<file path="src/rtl/psw_priv_reg.sv">
module psw_priv_reg (
  input  logic       clk,
  input  logic       rst_n,
  input  logic       byte_sel,
  input  logic       wr_en,
  input  logic       rd_en,
  input  logic [7:0] wdata,
  output logic [7:0] rdata,
  input  logic [4:0] alu_flags,
  input  logic [4:0] alu_mask,
  output logic       sys_mode,
  output logic       trace_en,
  output logic [1:0] bank_sel,
  output logic [3:0] task_prio,
  output logic [4:0] cond_flags
);

  logic [4:0] flg_q;
  logic       sm_q, tm_q;
  logic [1:0] rs_q;
  logic [3:0] pri_q;

  logic wr_lo, wr_hi;
  logic [7:0] lo_byte, hi_byte;

  assign wr_lo = wr_en && !byte_sel;
  assign wr_hi = wr_en && byte_sel;

  assign lo_byte = {flg_q[4], flg_q[3], 3'b000, flg_q[2], flg_q[1], flg_q[0]};
  assign hi_byte = {sm_q, tm_q, rs_q, pri_q};

  always_ff @(posedge clk or negedge rst_n) begin
    if (!rst_n)
      flg_q <= '0;
    else if (wr_lo)
      flg_q <= {wdata[7], wdata[6], wdata[2], wdata[1], wdata[0]};
    else
      flg_q <= (flg_q & ~alu_mask) | (alu_flags & alu_mask);
  end

  always_ff @(posedge clk or negedge rst_n) begin
    if (!rst_n) begin
      sm_q  <= 1'b1;
      tm_q  <= 1'b0;
      rs_q  <= '0;
      pri_q <= '0;
    end else if (wr_hi) begin
      rs_q <= wdata[5:4];
      if (sm_q) begin
        sm_q  <= wdata[7];
        tm_q  <= wdata[6];
        pri_q <= wdata[3:0];
      end
    end
  end

  assign rdata      = !rd_en ? 8'h00 : (byte_sel ? hi_byte : lo_byte);
  assign sys_mode   = sm_q;
  assign trace_en   = tm_q;
  assign bank_sel   = rs_q;
  assign task_prio  = pri_q;
  assign cond_flags = flg_q;

endmodule


</file>
<file path="config.mk">
export PLATFORM = sky130hd
export DESIGN_NAME = psw_priv_reg
export DESIGN_NICKNAME = d
export VERILOG_FILES = /design/src/rtl/psw_priv_reg.sv
export SDC_FILE = /design/constraint.sdc
export NUM_CORES = 1
export LEC_CHECK = 0
export ABC_AREA = 0
export BUFFER_PORTS_ARGS = -buffer_cell sky130_fd_sc_hd__buf_2
export CAP_MARGIN = 10
export CORE_MARGIN = 2
export CORE_UTILIZATION = 35
export CTS_CLUSTER_DIAMETER = 30
export DETAILED_ROUTE_END_ITERATION = 16
export GPL_TIMING_DRIVEN = 0
export PLACE_DENSITY = 0.69
export SYNTH_ARGS = -nofsm -noshare
export SYNTH_HDL_FRONTEND = slang
export SYNTH_SLANG_ARGS = --single-unit
</file>
<file path="constraint.sdc">
create_clock -name clk -period 1.3 [get_ports clk]
set_input_delay 0.13 -clock clk [delete_from_list [all_inputs] [get_ports clk]]
set_output_delay 0.13 -clock clk [all_outputs]
set_load 0.1 [all_outputs]
</file>
; Yosys cells after proc, flatten, opt, wreduce, memory -nomap -nowiden
; Cells that the tools add are included.
[word_totals]
register_bits = 13
in_bits = 23
out_inout_bits = 21
wordCells = 17
[classes]
mux = 4
bitwise = 4
n_reduce_logical = 4
[op_table]
columns = op, count
row1 = 2-to-1 mux 8 bit, 2
row2 = bitwise AND 5 bit, 2
row3 = 2-to-1 mux 5 bit, 1
row4 = NOT 5 bit, 1
row5 = bitwise OR 5 bit, 1
row6 = logical AND 1 bit, 2
row7 = AND reduction 2 bit, 1
row8 = zero test 1 bit, 1
row9 = 2-to-1 mux 1 bit, 1

; Depth between registers and ports, before layout
[depth]
word_depth = 4
depth_mapped = 3
ltp_nobuf = 2

; Worst setup path after synthesis
; OpenSTA, ideal clock, no wires.
[synth_timing]
path_type = register to output
start = register pri_q[0] (netlist: task_prio[0])
end = output rdata[0]
t_arrival_ns = 2.446
t_required_ns = 1.170
slack_ns = -1.276
stages_incl_launch_ff = 3
n_path_buf = 0
cell_sequence = dfrtp_1 -> mux2i_1 -> nor2b_1
[synth_between]
elab_chain_cells = 2
[synth_rtl]
columns = item, line
row1 = "start, declared", 21  ; logic [3:0] pri_q;
row2 = "start signal, assigned", 52  ; pri_q <= wdata[3:0];
row3 = 2-to-1 mux 8 bit (2 in series), 57  ; assign rdata = !rd_en ? 8'h00 : (byte_sel ? hi_byte : lo_byte);
row4 = "end, declared", 8  ; output logic [7:0] rdata,
; No other way between the ends.

; Worst setup path in the final report
[layout_timing]
start = register sm_q (netlist: sys_mode)
end = output rdata[7]
[layout_between]
elab_chain_cells = 2
[layout_rtl]
columns = item, line
row1 = "start, declared", 19  ; logic sm_q, tm_q;
row2 = "start signal, assigned", 50  ; sm_q <= wdata[7];
row3 = 2-to-1 mux 8 bit (2 in series), 57
; No other way between the ends.

==> impl_metrics.tcl <==
set metrics [dict create \
    cap_violations 0 \
    p_total_uw 1270 \
    grt-ovfl-total 0 \
    synth_fa_ha_area_share_pct 0 \
    hold_path.class "in -> reg" \
    synth-compound-area-share_pct 1.126 \
    ys_warn_count 0 \
    cts_tree "yes" \
    end_kind "output port" \
    crit_type "reg -> out" \
    row_count 15 \
    powerDensity_nw_per_um2 1071 \
    wl_per_cell_um 12.32 \
    max_stage_delay_ns 0.65 \
    routabilityCongestion 0.6643 \
    synthArstFlopShare_pct 100.0 \
    relSlewSlack_pct 67.53 \
    path_depth 3 \
    fp.dieW_um 47.65 \
    slew_violations 0 \
    synth_seq_cells 13 \
    first_pass_iters 2 \
    avgSynthCellArea_um2 13.89 \
    drive_gt1_share_pct 94.90 \
    grt_max_degree 14 \
    antenna_left 0 \
    wirelength_mm 1.515 \
    clock_latency_ns 0.27 \
    fmax_mhz 699.7 \
    cts_buffer_depth 2 \
    ys.flop_type "dfrtp_1" \
    layout.nets 122 \
    diodes 0 \
    syn2layout_area_growth_pct 77.86 \
    root_buffer "clkbuf_4" \
    synth_top_area_cell "dfrtp_1" \
    cts_buffers 3 \
    period_share_pct 109.9 \
    synthDistinctLibCells 11 \
    yosys.area_share.simple_pct 12.01 \
    status "complete, but fails checks" \
    synth_nets 71 \
    dr.first_iter.drc_count 1 \
    synth_most_common_cell "mux2_2" \
    synthesis.area_um2 666.9 \
    htreeDepth 1 \
    critPathBufInv 1 \
    coreArea_um2 1764 \
    synthTopCellsByArea "dfrtp_1, mux2_2, mux2i_1, nor2b_1, dfstp_2" \
    synth_edf_count 0 \
    worstSetupStartpointType "register" \
    synth_top_cell_area_share_pct 45.03 \
    finalSetupTns_ns -0.5425 \
    synthMuxAreaShare_pct 36.21 \
    ff2ff_path_depth 4 \
    synth_commonest_cells "mux2_2, dfrtp_1, mux2i_1, nor2b_1, and3_1" \
    rsz0062_at_grt "true" \
    power_leakage_uw 0.0005472 \
    num_vias 574 \
    fin_crit_ns 1.429 \
    min_path_cells 2 \
    die_area_um2 2271 \
    synth-xor-area-share_pct 0 \
    grt_first_pass_wirelength_mm 2.173 \
    cp_top_family "flip-flops" \
    clock-sinks 13 \
    violations "negative setup slack" \
    cp.arrival_ns 1.30 \
    drc 0 \
    worst_slack_ns -0.1291 \
    die_h_um 47.65 \
    hold_viol 0 \
    dp_hpwl_mm 1.185 \
    clk_pin_slew_worst_paths_ns 0.09 \
    cp.required_ns 1.17 \
    slowest_stage "dfstp_4" \
    routed_via_density 4.667 \
    grt.total_usage_pct 14.27 \
    crit_chain "mux2i_4, nor2b_4, buf_12" \
    antenna_found_initial 0 \
    io_pins 44 \
    finClkSkew_ns 0.01301 \
    synth_top_family_by_area "multiplexers" \
    cp_max_fo 3 \
    ir_worst_vdd_v 0.0006360 \
    io_buffers 43 \
    setup_viol 9 \
    worstMarginPinSlew_ns 0.4904 \
    ys_seq_area_share_pct 48.97 \
    r2r_slack_ns -0.09 \
    grt_pass1_vias 530 \
    start_util_pct 37.80 \
    synth_cells 48 \
]
==> cells by family after synthesis <==
family	after synthesis
AO/OA/AOI/OAI	1
flip-flops	13
AND/OR/NAND/NOR	11
buffers and inverters	1
multiplexers	22
==> report_power, final <==
group	switching [uW]	internal [uW]	total [uW]	leakage, uW
Clock	129	119	247	0.0000150
Combinational	389	163	553	0.000385
Sequential	26.5	444	471	0.000147
==> stage by stage <==
| stage | instances | hold WS (ns) | worst slack, ns | instance area, um2 | utilization [%] |
|---|---|---|---|---|---|
| floorplan | 48 | -0.1656 | -0.2595 | 805.8 | - |
| global placement | 116 | 0.03011 | -0.05215 | 1052 | 59.65 |
| detailed placement | 116 | 0.03353 | -0.06870 | 1052 | 59.65 |
| CTS | 122 | 0.09979 | -0.1348 | 1151 | 65.25 |
| global route | 123 | 0.08608 | -0.1576 | 1186 | 67.23 |
| finish | 123 | 0.09091 | -0.1291 | 1186 | 67.23 |
==> layout by cell type, fill, tap and decap left out, types with 2 or more instances in the layout <==
cell      instances
buf_2            33
mux2_2           16
dfrtp_4           7
buf_4             6
nor2b_4           5
dfrtp_2           5
mux2i_4           4
clkbuf_4          4
buf_12            4
and3_4            3
buf_6             2
==> metal layers <==
layer	wire length, um	track usage, %	vias to the layer above
met3	106	3.019	2
met5	0	0	-
met4	13	6.486	0
li1	-	-	274
met1	576	15.17	272
met2	818	26.76	26
==> final cells by class <==
| cell class | count | area (um2) |
|---|---|---|
| plain buffers | 1 | 11.26 |
| clock buffers | 4 | 26.28 |
| fillers | 143 | 578.1 |
| multi-input cells | 34 | 435.4 |
| flip-flops and latches | 13 | 362.8 |
| well taps | 25 | 31.28 |
| repair buffers | 46 | 319.1 |
==> final timing paths <==
path                                    startpoint                        to
min reg2reg                bank_sel[0]$_DFFE_PN0P_   bank_sel[0]$_DFFE_PN0P_
max                           sys_mode$_DFFE_PN1P_                  rdata[7]
min in group asynchronous                    rst_n                 async pin
max reg2reg                   sys_mode$_DFFE_PN1P_  task_prio[2]$_DFFE_PN0P_
max in group asynchronous                    rst_n      sys_mode$_DFFE_PN1P_
min                                       wdata[7]      sys_mode$_DFFE_PN1P_
==> what timing repair did <==
| action | 4_1_cts | 5_1_grt |
|---|---|---|
| setup buffers | 1 | 1 |
| hold buffers | 1 | 0 |
| endpoints found under the setup margin | 9 | 12 |
| resized for setup | 17 | 7 |
| endpoints found under the hold margin | 12 | 0 |
Note: power is estimated with default switching activity, not from simulation.
